[config.mk]
export PLATFORM = sky130hd
export DESIGN_NAME = blkser_engine
export DESIGN_NICKNAME = d
export VERILOG_FILES = /design/src/rtl/blkser_pkg.sv /design/src/rtl/blkser_buffer.sv /design/src/rtl/blkser_edge_sync.sv /design/src/rtl/blkser_seq.sv /design/src/rtl/blkser_engine.sv
export SDC_FILE = /design/constraint.sdc
export NUM_CORES = 1
export LEC_CHECK = 0
export BUFFER_PORTS_ARGS = -buffer_cell sky130_fd_sc_hd__buf_2
export CORE_UTILIZATION = 45
export CTS_CLUSTER_DIAMETER = 150
export DETAILED_ROUTE_END_ITERATION = 8
export GPL_TIMING_DRIVEN = 0
export HOLD_SLACK_MARGIN = 0.08
export PLACE_DENSITY = 0.59
export SLEW_MARGIN = 20
export SYNTH_ARGS = -nofsm -noshare
export SYNTH_HDL_FRONTEND = slang
export SYNTH_SLANG_ARGS = --single-unit
[constraint.sdc]
create_clock -name clk -period 4.6 [get_ports clk]
set_clock_uncertainty 0.05 [all_clocks]
set_input_delay 0.23 -clock clk [delete_from_list [all_inputs] [get_ports clk]]
set_output_delay 0.23 -clock clk [all_outputs]
set_load 0.03 [all_outputs]
[src/rtl/blkser_pkg.sv]
package blkser_pkg;

    typedef enum logic [2:0] {
        ST_IDLE,
        ST_LEAD,
        ST_SHIFT,
        ST_GAP,
        ST_TRAIL
    } blk_state_e;

    // control byte layout: {3'b0, idle_lvl, clk_sel[1:0], gap_en, tx_mode}
    typedef struct packed {
        logic       idle_lvl;
        logic [1:0] clk_sel;
        logic       gap_en;
        logic       tx_mode;
    } blk_ctrl_t;

    localparam logic [1:0] CLK_EXT = 2'd3;

    localparam int STAT_BUSY_BIT = 7;
    localparam int STAT_OVR_BIT  = 6;
    localparam int STAT_DONE_BIT = 5;

endpackage

[src/rtl/blkser_buffer.sv]
module blkser_buffer #(
    parameter int DEPTH = 32,
    parameter int AW    = $clog2(DEPTH)
) (
    input  logic          clk,
    input  logic          rst_n,
    input  logic          bus_we,
    input  logic [AW-1:0] bus_addr,
    input  logic [7:0]    bus_wdata,
    output logic [7:0]    bus_rdata,
    input  logic          eng_we,
    input  logic [AW-1:0] eng_waddr,
    input  logic [7:0]    eng_wdata,
    input  logic [AW-1:0] eng_raddr,
    output logic [7:0]    eng_rdata
);

    logic [7:0] mem_q [DEPTH];

    // engine store wins over a bus write to the same byte
    always_ff @(posedge clk or negedge rst_n) begin
        if (!rst_n) begin
            for (int i = 0; i < DEPTH; i++) mem_q[i] <= 8'h00;
        end else begin
            for (int i = 0; i < DEPTH; i++) begin
                if (eng_we && eng_waddr == AW'(i))
                    mem_q[i] <= eng_wdata;
                else if (bus_we && bus_addr == AW'(i))
                    mem_q[i] <= bus_wdata;
            end
        end
    end

    assign bus_rdata = mem_q[bus_addr];
    assign eng_rdata = mem_q[eng_raddr];

endmodule

[src/rtl/blkser_edge_sync.sv]
module blkser_edge_sync #(
    parameter int STAGES = 2
) (
    input  logic clk,
    input  logic rst_n,
    input  logic async_in,
    output logic rise
);

    logic [STAGES:0] sh_q;

    always_ff @(posedge clk or negedge rst_n) begin
        if (!rst_n) sh_q <= '1;
        else        sh_q <= {sh_q[STAGES-1:0], async_in};
    end

    assign rise = sh_q[STAGES-1] && !sh_q[STAGES];

endmodule

[src/rtl/blkser_seq.sv]
module blkser_seq
    import blkser_pkg::*;
#(
    parameter int BASE_HALF = 2,
    parameter int DEPTH     = 32,
    parameter int AW        = $clog2(DEPTH)
) (
    input  logic          clk,
    input  logic          rst_n,
    input  logic          start,
    input  blk_ctrl_t     ctrl,
    input  logic [AW-1:0] first_idx,
    input  logic [AW-1:0] last_idx,
    input  logic          ext_rise,
    input  logic          si,
    input  logic [7:0]    eng_rdata,
    output logic [AW-1:0] eng_raddr,
    output logic          eng_we,
    output logic [AW-1:0] eng_waddr,
    output logic [7:0]    eng_wdata,
    output logic          busy,
    output logic          finish,
    output logic          sck_out,
    output logic          cs_n,
    output logic          so
);

    localparam int CW = $clog2(BASE_HALF * 16) + 1;

    blk_state_e    state_q, state_nx;
    logic [CW-1:0] cnt_q;
    logic [2:0]    bit_q;
    logic [AW-1:0] ptr_q;
    logic [7:0]    tx_q, rx_q;

    logic          ext;
    logic [CW-1:0] half, period, limit;
    logic          expire, sample, bit_end, byte_end, last_byte;
    logic [7:0]    rx_next;

    assign ext       = (ctrl.clk_sel == CLK_EXT);
    assign half      = CW'(BASE_HALF) << ctrl.clk_sel;
    assign period    = half << 1;
    assign limit     = (state_q == ST_GAP) ? (period << 1) - CW'(1) : period - CW'(1);
    assign expire    = (cnt_q == limit);
    assign sample    = (state_q == ST_SHIFT) && (ext ? ext_rise : (cnt_q == half - CW'(1)));
    assign bit_end   = (state_q == ST_SHIFT) && (ext ? ext_rise : expire);
    assign byte_end  = bit_end && (bit_q == 3'd7);
    assign last_byte = (ptr_q == last_idx);
    assign rx_next   = {si, rx_q[7:1]};

    // next-state logic
    always_comb begin
        state_nx = state_q;
        unique case (state_q)
            ST_IDLE:  if (start) state_nx = ST_LEAD;
            ST_LEAD:  if (ext || expire) state_nx = ST_SHIFT;
            ST_SHIFT: begin
                if (byte_end) begin
                    if (last_byte)                state_nx = ext ? ST_IDLE : ST_TRAIL;
                    else if (ctrl.gap_en && !ext) state_nx = ST_GAP;
                    else                          state_nx = ST_SHIFT;
                end
            end
            ST_GAP:   if (expire) state_nx = ST_SHIFT;
            ST_TRAIL: if (expire) state_nx = ST_IDLE;
            default:  state_nx = ST_IDLE;
        endcase
    end

    // state register
    always_ff @(posedge clk or negedge rst_n) begin
        if (!rst_n) state_q <= ST_IDLE;
        else        state_q <= state_nx;
    end

    // datapath registers
    always_ff @(posedge clk or negedge rst_n) begin
        if (!rst_n) begin
            cnt_q <= '0;
            bit_q <= '0;
            ptr_q <= '0;
            tx_q  <= '0;
            rx_q  <= '0;
        end else begin
            if (state_nx != state_q || (state_q == ST_SHIFT && expire))
                cnt_q <= '0;
            else if (state_q != ST_IDLE)
                cnt_q <= cnt_q + CW'(1);

            if (start && state_q == ST_IDLE) begin
                bit_q <= '0;
                ptr_q <= first_idx;
            end else if (bit_end) begin
                bit_q <= bit_q + 3'd1;
                if (byte_end && !last_byte) ptr_q <= ptr_q + AW'(1);
            end

            if (state_q == ST_LEAD && (ext || expire))
                tx_q <= eng_rdata;
            else if (byte_end)
                tx_q <= eng_rdata;
            else if (bit_end)
                tx_q <= {1'b0, tx_q[7:1]};

            if (sample) rx_q <= rx_next;
        end
    end

    // buffer access: look one index ahead while shifting
    assign eng_raddr = (state_q == ST_SHIFT) ? ptr_q + AW'(1) : ptr_q;
    assign eng_we    = sample && (bit_q == 3'd7) && !ctrl.tx_mode;
    assign eng_waddr = ptr_q;
    assign eng_wdata = rx_next;

    // outputs
    always_comb begin
        busy    = (state_q != ST_IDLE);
        finish  = (state_q != ST_IDLE) && (state_nx == ST_IDLE);
        cs_n    = (state_q == ST_IDLE);
        sck_out = !((state_q == ST_SHIFT) && !ext && (cnt_q < half));
        so      = (state_q == ST_SHIFT && ctrl.tx_mode) ? tx_q[0] : ctrl.idle_lvl;
    end

    // the index only advances while it has not yet reached the last index
    p_ptr_in_span_r8: assert property (@(posedge clk) disable iff (!rst_n)
        (busy && $past(busy) && ptr_q != $past(ptr_q)) |-> ($past(ptr_q) != $past(last_idx)));

    // a falling serial clock only occurs inside a select frame
    p_sck_inside_frame_r4: assert property (@(posedge clk) disable iff (!rst_n)
        $fell(sck_out) |-> !cs_n);

endmodule

[src/rtl/blkser_engine.sv]
module blkser_engine
    import blkser_pkg::*;
#(
    parameter int DEPTH       = 32,
    parameter int BASE_HALF   = 2,
    parameter int SYNC_STAGES = 2,
    parameter int AW          = $clog2(DEPTH),
    parameter int BW          = AW + 1
) (
    input  logic          clk,
    input  logic          rst_n,
    input  logic          bus_wr,
    input  logic [BW-1:0] bus_addr,
    input  logic [7:0]    bus_wdata,
    output logic [7:0]    bus_rdata,
    input  logic          sck_in,
    output logic          sck_out,
    output logic          sck_oe,
    input  logic          si,
    output logic          so,
    output logic          cs_n,
    output logic          irq
);

    localparam logic [BW-1:0] A_CTRL  = BW'(DEPTH);
    localparam logic [BW-1:0] A_FIRST = BW'(DEPTH + 1);
    localparam logic [BW-1:0] A_LAST  = BW'(DEPTH + 2);
    localparam logic [BW-1:0] A_STAT  = BW'(DEPTH + 3);

    blk_ctrl_t     ctrl_q;
    logic [AW-1:0] first_q, last_q;
    logic          done_q, ovr_q, tail_q;

    logic          buf_sel, stat_wr, start_pulse;
    logic          busy, finish, ext_rise;
    logic [7:0]    buf_rdata, eng_rdata, eng_wdata;
    logic [AW-1:0] eng_raddr, eng_waddr;
    logic          eng_we;

    assign buf_sel     = !bus_addr[AW];
    assign stat_wr     = bus_wr && bus_addr == A_STAT;
    assign start_pulse = stat_wr && bus_wdata[STAT_BUSY_BIT] && !busy;

    blkser_buffer #(.DEPTH(DEPTH), .AW(AW)) u_buf (
        .clk      (clk),
        .rst_n    (rst_n),
        .bus_we   (bus_wr && buf_sel),
        .bus_addr (bus_addr[AW-1:0]),
        .bus_wdata(bus_wdata),
        .bus_rdata(buf_rdata),
        .eng_we   (eng_we),
        .eng_waddr(eng_waddr),
        .eng_wdata(eng_wdata),
        .eng_raddr(eng_raddr),
        .eng_rdata(eng_rdata)
    );

    blkser_edge_sync #(.STAGES(SYNC_STAGES)) u_sync (
        .clk     (clk),
        .rst_n   (rst_n),
        .async_in(sck_in),
        .rise    (ext_rise)
    );

    blkser_seq #(.BASE_HALF(BASE_HALF), .DEPTH(DEPTH), .AW(AW)) u_seq (
        .clk      (clk),
        .rst_n    (rst_n),
        .start    (start_pulse),
        .ctrl     (ctrl_q),
        .first_idx(first_q),
        .last_idx (last_q),
        .ext_rise (ext_rise),
        .si       (si),
        .eng_rdata(eng_rdata),
        .eng_raddr(eng_raddr),
        .eng_we   (eng_we),
        .eng_waddr(eng_waddr),
        .eng_wdata(eng_wdata),
        .busy     (busy),
        .finish   (finish),
        .sck_out  (sck_out),
        .cs_n     (cs_n),
        .so       (so)
    );

    // configuration registers
    always_ff @(posedge clk or negedge rst_n) begin
        if (!rst_n) begin
            ctrl_q  <= '0;
            first_q <= '0;
            last_q  <= '0;
        end else if (bus_wr) begin
            if (bus_addr == A_CTRL)  ctrl_q  <= bus_wdata[4:0];
            if (bus_addr == A_FIRST) first_q <= bus_wdata[AW-1:0];
            if (bus_addr == A_LAST)  last_q  <= bus_wdata[AW-1:0];
        end
    end

    // status flags
    always_ff @(posedge clk or negedge rst_n) begin
        if (!rst_n) begin
            done_q <= 1'b0;
            ovr_q  <= 1'b0;
            tail_q <= 1'b0;
        end else begin
            if (finish)
                done_q <= 1'b1;
            else if (stat_wr && !bus_wdata[STAT_DONE_BIT])
                done_q <= 1'b0;

            if (ext_rise && tail_q && !busy)
                ovr_q <= 1'b1;
            else if (start_pulse || (stat_wr && !bus_wdata[STAT_OVR_BIT]))
                ovr_q <= 1'b0;

            if (finish && ctrl_q.clk_sel == CLK_EXT)
                tail_q <= 1'b1;
            else if (start_pulse)
                tail_q <= 1'b0;
        end
    end

    // bus read mux
    always_comb begin
        if (buf_sel) begin
            bus_rdata = buf_rdata;
        end else begin
            unique case (bus_addr)
                A_CTRL:  bus_rdata = {3'b000, ctrl_q};
                A_FIRST: bus_rdata = 8'(first_q);
                A_LAST:  bus_rdata = 8'(last_q);
                A_STAT:  bus_rdata = {busy, ovr_q, done_q, 5'b00000};
                default: bus_rdata = 8'h00;
            endcase
        end
    end

    assign sck_oe = (ctrl_q.clk_sel != CLK_EXT);
    assign irq    = done_q;

    // a launch write makes busy visible in the next cycle
    p_launch_r3: assert property (@(posedge clk) disable iff (!rst_n)
        start_pulse |=> busy);

    // done is already set in the cycle busy drops
    p_done_on_finish_r11: assert property (@(posedge clk) disable iff (!rst_n)
        $fell(busy) |-> irq);

    // overrun only arises with the external clock selected
    p_overrun_ext_only_r13: assert property (@(posedge clk) disable iff (!rst_n)
        $rose(ovr_q) |-> $past(ctrl_q.clk_sel == CLK_EXT));

endmodule

Word-level counts from Yosys, hierarchy flattened
Index checks and enable logic that the tools add are counted.

$add $sub $neg: 6. Order comparisons: 3. Equal/unequal tests: 77. Shifts and indexed selects: 1. Mux-type cells: 102. Bitwise logic cells: 2. Reduce and logical (&&, ||, !) cells: 148.

Operators by type and width (number): 8-bit two-way mux (72); 5-bit equality test, second input constant (32); 1-bit logical AND (88); 8-bit binary-select mux with 5-bit select (2); 5-bit by 4-bit equality test with 1-bit output, second input constant (16); 2-bit nonzero test (38); 5-bit by 3-bit equality test with 1-bit output, second input constant (8); 8-bit one-hot mux with 4 select lines (1); 3-bit two-way mux (9); 6-bit equality test, second input constant (4); 5-bit by 2-bit equality test with 1-bit output, second input constant (4); 5-bit two-way mux (4); 6-bit two-way mux (3); 6-bit by 1-bit subtractor with 6-bit output, second input constant (3); 3-bit one-hot mux with 5 select lines (1); 6-bit equality test (2); 6-bit greater-or-equal comparator, second input constant (2); 5-bit inverter with 6-bit output (2); 5-bit by 1-bit equality test with 1-bit output, second input constant (2); 5-bit logical NOT (2); 1-bit two-way mux (10); 1-bit logical NOT (9); 2-bit AND reduction (4); 6-bit by 1-bit adder with 6-bit output, second input constant (1); other kinds (14) (20).

Bits in registers: 310. Input bits: 19. Output and inout bits: 13. Word-level logic and storage cells: 387.

Logic depth before layout (Yosys ltp)
Depth after elaboration: 13. Depth in mapped cells: 14. Gate-level depth less buffers: 10.

Modules after synthesis
From an unflattened synthesis, not the netlist that was laid out.

Cells, all modules: 1843. Area, all modules: 19695.1 sq um.

By module, submodules not included: blkser_buffer (times used 1, cells an instance 1533, area an instance 16395.7 sq um, sequential area each 6406.1 sq um); blkser_seq (times used 1, cells an instance 224, area an instance 2179.6 sq um, sequential area each 800.8 sq um); blkser_engine (times used 1, cells an instance 82, area an instance 1027.2 sq um, sequential area each 450.4 sq um); blkser_edge_sync (times used 1, cells an instance 4, area an instance 92.6 sq um, sequential area each 78.8 sq um).

Least setup slack after synthesis
OpenSTA, ideal clock, no wires.

Path kind: register to register. From: register u_seq.ptr_q[0], in the netlist u_seq.eng_waddr[0]. To: register u_seq.tx_q[5]. Library setup time: 0.123 ns. Arrival: 2.909 ns. Data required time: 4.427 ns. Slack: 1.518 ns. Stages on the path, launching flop included: 14. Path buffers: 4. Clock period less this slack: 3.082 ns. Cell sequence: dfrtp_1 inv_1 clkbuf_1 ha_1 buf_2 or4b_1 buf_2 clkbuf_1 nor3_1 a21oi_1 nor4b_1 nor4_1 and4_1 o31ai_2.

Longest elaborated chain between the ends: 8.

RTL lines: from (decl) (line blkser_seq.sv:33) `logic [AW-1:0] ptr_q;`; from (signal assigned) (line blkser_seq.sv:93) `ptr_q <= first_idx;`; from (signal assigned) (line blkser_seq.sv:96) `if (byte_end && !last_byte) ptr_q <= ptr_q + AW'(1);`; 5-bit by 1-bit adder with 5-bit output (line blkser_seq.sv:111) `assign eng_raddr = (state_q == ST_SHIFT) ? ptr_q + AW'(1) : ptr_q;`; 5-bit two-way mux * (line blkser_seq.sv:111); 5-bit inverter with 6-bit output (implied by the code) * (line blkser_buffer.sv:35) `assign eng_rdata = mem_q[eng_raddr];`; 8-bit binary-select mux with 5-bit select * (line blkser_buffer.sv:35); 8-bit two-way mux (implied by the code) * (2 in a row) (line blkser_buffer.sv:35); 8-bit two-way mux (line blkser_seq.sv:101) `else if (byte_end)`; 8-bit two-way mux * (line blkser_seq.sv:99) `if (state_q == ST_LEAD && (ext || expire))`; to (signal assigned) (line blkser_seq.sv:100) `tx_q <= eng_rdata;`; to (signal assigned) (line blkser_seq.sv:102) `tx_q <= eng_rdata;`; to (signal assigned) (line blkser_seq.sv:104) `tx_q <= {1'b0, tx_q[7:1]};`; to (decl) (line blkser_seq.sv:34) `logic [7:0] tx_q, rx_q;`.

Mark *: on every way between the ends. The rest lies on a longest branch, timed or not. The select of a mux whose other input is x is not followed. A chain may end at the register's enable or synchronous reset.

Worst setup path after layout
From: register u_seq.ptr_q[1], in the netlist u_seq.eng_waddr[1]. To: register u_seq.tx_q[1].

Same word-level chain as after synthesis.

==> run_results.csv <==
group,metric,value,unit
status,outcome,"finished, violations left",
status,violations,"negative setup slack",
clock_tree,clock_sinks,309,
route,wl,91.39,mm
critical_path,r2r_end,"u_seq.tx_q[1]",
critical_path,critPathMostFrequentCell,"buf_2",
power_and_ir_drop,peakVddDrop,0.0003778,V
critical_path,worstPathRequired,5.04,ns
power_and_ir_drop,power.internal,7.524,mW
critical_path,critical-path-max-stage-delay,0.58,ns
timing,post-route-min-period,4.715,ns
global_routing,grt_pass1_vias,18242,
place,hpwl,67.19,mm
route,vias,19246,
timing,period_share,1.025,
critical_path,critPathArrivalTime,5.15,ns
power_and_ir_drop,switching_power,7.305,mW
critical_path,endpoint_kind,"register",
route,ant_nets,0,
worst_hold_path,whs_endpoint,"u_buf.mem_q[45]",
critical_path,critPathTopFamily,"buffers and inverters",
critical_path,reg2reg_from,"u_seq.eng_waddr[1]",
route,drtPass1Iterations,8,
clock_tree,clkTransAtPathRegs,0.06,ns
global_routing,overflow,0,
worst_hold_path,min_path_type,"primary input to register",
yosys,synth_top_area_frac,0.3705,
timing,hold_viol,0,
die,rows,78,
die,pin_count,32,
yosys,synth_seq_area_share,0.3743,
power_and_ir_drop,power.switching_fraction,0.4926,
timing,worstMarginPinSlew,1.258,ns
yosys,async_flop_share,1.000,
critical_path,rrSetupSlack,-0.12,ns
flow_run,maxCapViolations,0,
clock_tree,htreeDepth,2,
critical_path,crit_buf_inv,5,
layout,finish.utilization,0.5052,
timing,rsz0062_at_grt,"false",
clock_tree,clk-insertion-delay-late,0.59,ns
power_and_ir_drop,power.leakage,9.424,nW
clock_tree,cts_buffers,39,
yosys,ys_warn_count,0,
die,die_area,46790,um2
power_and_ir_drop,comb_power_share,0.514,
clock_tree,clockBufferDepth,3,
yosys,synth_area_leader_cell,"dfrtp_1",
yosys,syn-cell-area,20670,um2
route,drc,0,
timing,fmax,212.1,MHz
critical_path,path_cells,"buf_2, buf_2, inv_1, ha_1, buf_2, and4bb_1, nand2_1, clkbuf_1, o21ai_1, nand3_1, nand4_1, and4_1, o31ai_1",
yosys,synthTopCellsByCount,"mux2i_1 (317), dfrtp_1 (306), nand2_1 (283)",
global_routing,grt_max_degree,86,
yosys,syn_inst,2154,
global_routing,track_usage,0.3902,
timing,slew_headroom,0.1610,
global_routing,grt_pass1_wl,130.8,mm
critical_path,start_kind,"register",
route,viasPerCell,6.751,
yosys,synth.most_common_cell,"mux2i_1",
layout,final_nets,2252,
die,fp.dieH,216.3,um
yosys,syn_nets,2186,
power_and_ir_drop,p_per_area,646.9,nW/um2
global_routing,antenna_found_initial,11,
yosys,postSynthAreaPerCell,9.594,um2
timing,setup_violations,6,
layout,drive_gt1_frac,0.1527,
yosys,synth_edf_count,0,
critical_path,slowest_stage,"o21ai_1",
yosys,synthFlopType,"dfrtp_1",
critical_path,worstSetupPathType,"register to register",
clock_tree,cts_tree,"done",
route,drtIter0Drc,2649,
die,start_util,0.4554,
critical_path,cp_max_fo,10,
die,coreArea,45380,um2
power_and_ir_drop,p_seq_frac,0.280,
critical_path,worstRegToRegCells,13,
die,fp.dieW,216.3,um
timing,hold_slack,0.1551,ns
worst_hold_path,worstHoldStart,"bus_wdata[5]",
clock_tree,root_buffer,"clkbuf_16",
place,gp_congestion,1.036,
timing,final_max_slew_viol_count,0,
layout,syn_to_final_growth,10.93,%
worst_hold_path,whs_path_depth,3,
yosys,ys_ff_latch,309,
yosys,ys_types,85,
timing,fin_ws,-0.1155,ns
yosys,ys_top_cells_by_area,"dfrtp_1 (37%), mux2i_1 (15%), mux4_2 (9.2%)",
power_and_ir_drop,clockPowerShare,0.206,
route,post_drt_wl_per_cell,32.06,um
place,portBuffers,18,
==> power by group through the flow <==
stage	sequential (mW)	combinational, mW	clock, mW
2_1_floorplan	3.79	4.52	0
3_3_place_gp	4.11	7.11	0
3_5_place_dp	4.13	7.20	0
4_1_cts	4.10	7.22	3.06
5_1_grt	4.18	7.83	3.15
6_report	4.15	7.63	3.05
==> layout by cell type (no fill, tap or decap), drive strengths merged, types with 5 or more instances in the layout <==
cell type	n
a211oi	8
a21oi	164
a2bb2oi	9
a31oi	14
a32oi	5
and2	6
and3	25
and4	7
buf	145
clkbuf	140
clkinv	8
dfrtp	306
diode	5
ha	13
inv	19
mux2	32
mux2i	317
mux4	84
nand2	283
nand2b	11
nand3	86
nand4	13
nor2	192
nor2b	6
nor3	26
nor4	10
nor4b	15
o21ai	145
o221ai	23
o22ai	25
o31ai	12
o32ai	5
or3	6
xnor2	10
xor2	8
==> tightest hold or removal path: cells and delay by family <==
kind,cells,cell delay (ns)
buf+inv,1,0.24
mux,1,0.20
compound gates,1,0.08
==> registers in the layout (all words and copies together), names as in the netlist, 3 cells and up <==
name	cells
u_buf.mem_q	256
u_seq.tx_q	8
u_seq.rx_q	7
u_seq.cnt_q	6
ctrl_q	5
first_q	5
last_q	5
u_seq.eng_waddr	5
u_seq.bit_q	3
u_seq.state_q	3
u_sync.sh_q	3
==> per-stage QoR <==
stage / setup slack, ns / cells / total power [mW] / instance area, um2 / TNS [ns]
global route: 0.01152 / 2846 / 15.17 / 22910 / 0
CTS: 0.09120 / 2848 / 14.38 / 22900 / 0
global placement: -2.866 / 2772 / 11.23 / 21510 / -869.28
floorplan: 1.519 / 2154 / 8.306 / 20670 / 0
finish: -0.1155 / 2851 / 14.83 / 22920 / -0.3797
detailed placement: 0.1166 / 2776 / 11.33 / 21630 / 0
==> layer usage <==
metal	vias up	GRT usage	share of wire
met5	-	0	0.00066
met4	8	0.2326	0.066
li1	7999	-	-
met2	1351	0.5595	0.42
met3	370	0.1290	0.12
met1	9518	0.5111	0.39
==> worst max path at each step <==
stage          slack (ns)               end                from  cells after the start
2_1_floorplan        1.52     u_seq.tx_q[5]  u_seq.eng_waddr[0]                     13
3_3_place_gp        -2.87  u_buf.mem_q[181]               rst_n                      1
3_5_place_dp         0.12     u_seq.tx_q[3]  u_seq.eng_waddr[1]                     11
4_1_cts              0.09     u_seq.tx_q[3]  u_seq.eng_waddr[0]                     12
5_1_grt              0.01     u_seq.tx_q[1]  u_seq.eng_waddr[1]                     13
6_report            -0.12     u_seq.tx_q[1]  u_seq.eng_waddr[1]                     13
==> kinds of logic after synthesis <==
family          Yosys count  share of synthesized area
xor+xnor                 18                   0.007992
fa+ha+maj                13                   0.007871
mux                     433                     0.2627
simple gates            711                     0.1655
compound gates          442                     0.1276
buf+inv                 228                    0.05394
flops                   309                     0.3743
==> cell type report <==
cell class / instances / area [um2]
clock inverter: 15 / 141.4
clock buffer: 52 / 1075
buffer: 210 / 1054
sequential: 309 / 7736
antenna: 5 / 12.51
inverter: 16 / 60.06
multi-input combinational: 1617 / 11840
timing repair buffer: 27 / 255.2
fill: 4277 / 22460
tap: 600 / 750.7
==> repair_timing <==
item / in CTS / in global routing
buffers inserted: 0 / 0
endpoints found under the hold margin: 180 / 0
setup endpoints to repair: 0 / 5
hold buffers: 5 / 0
resized for setup: 0 / 5
Note: power is estimated with default switching activity, not from simulation.
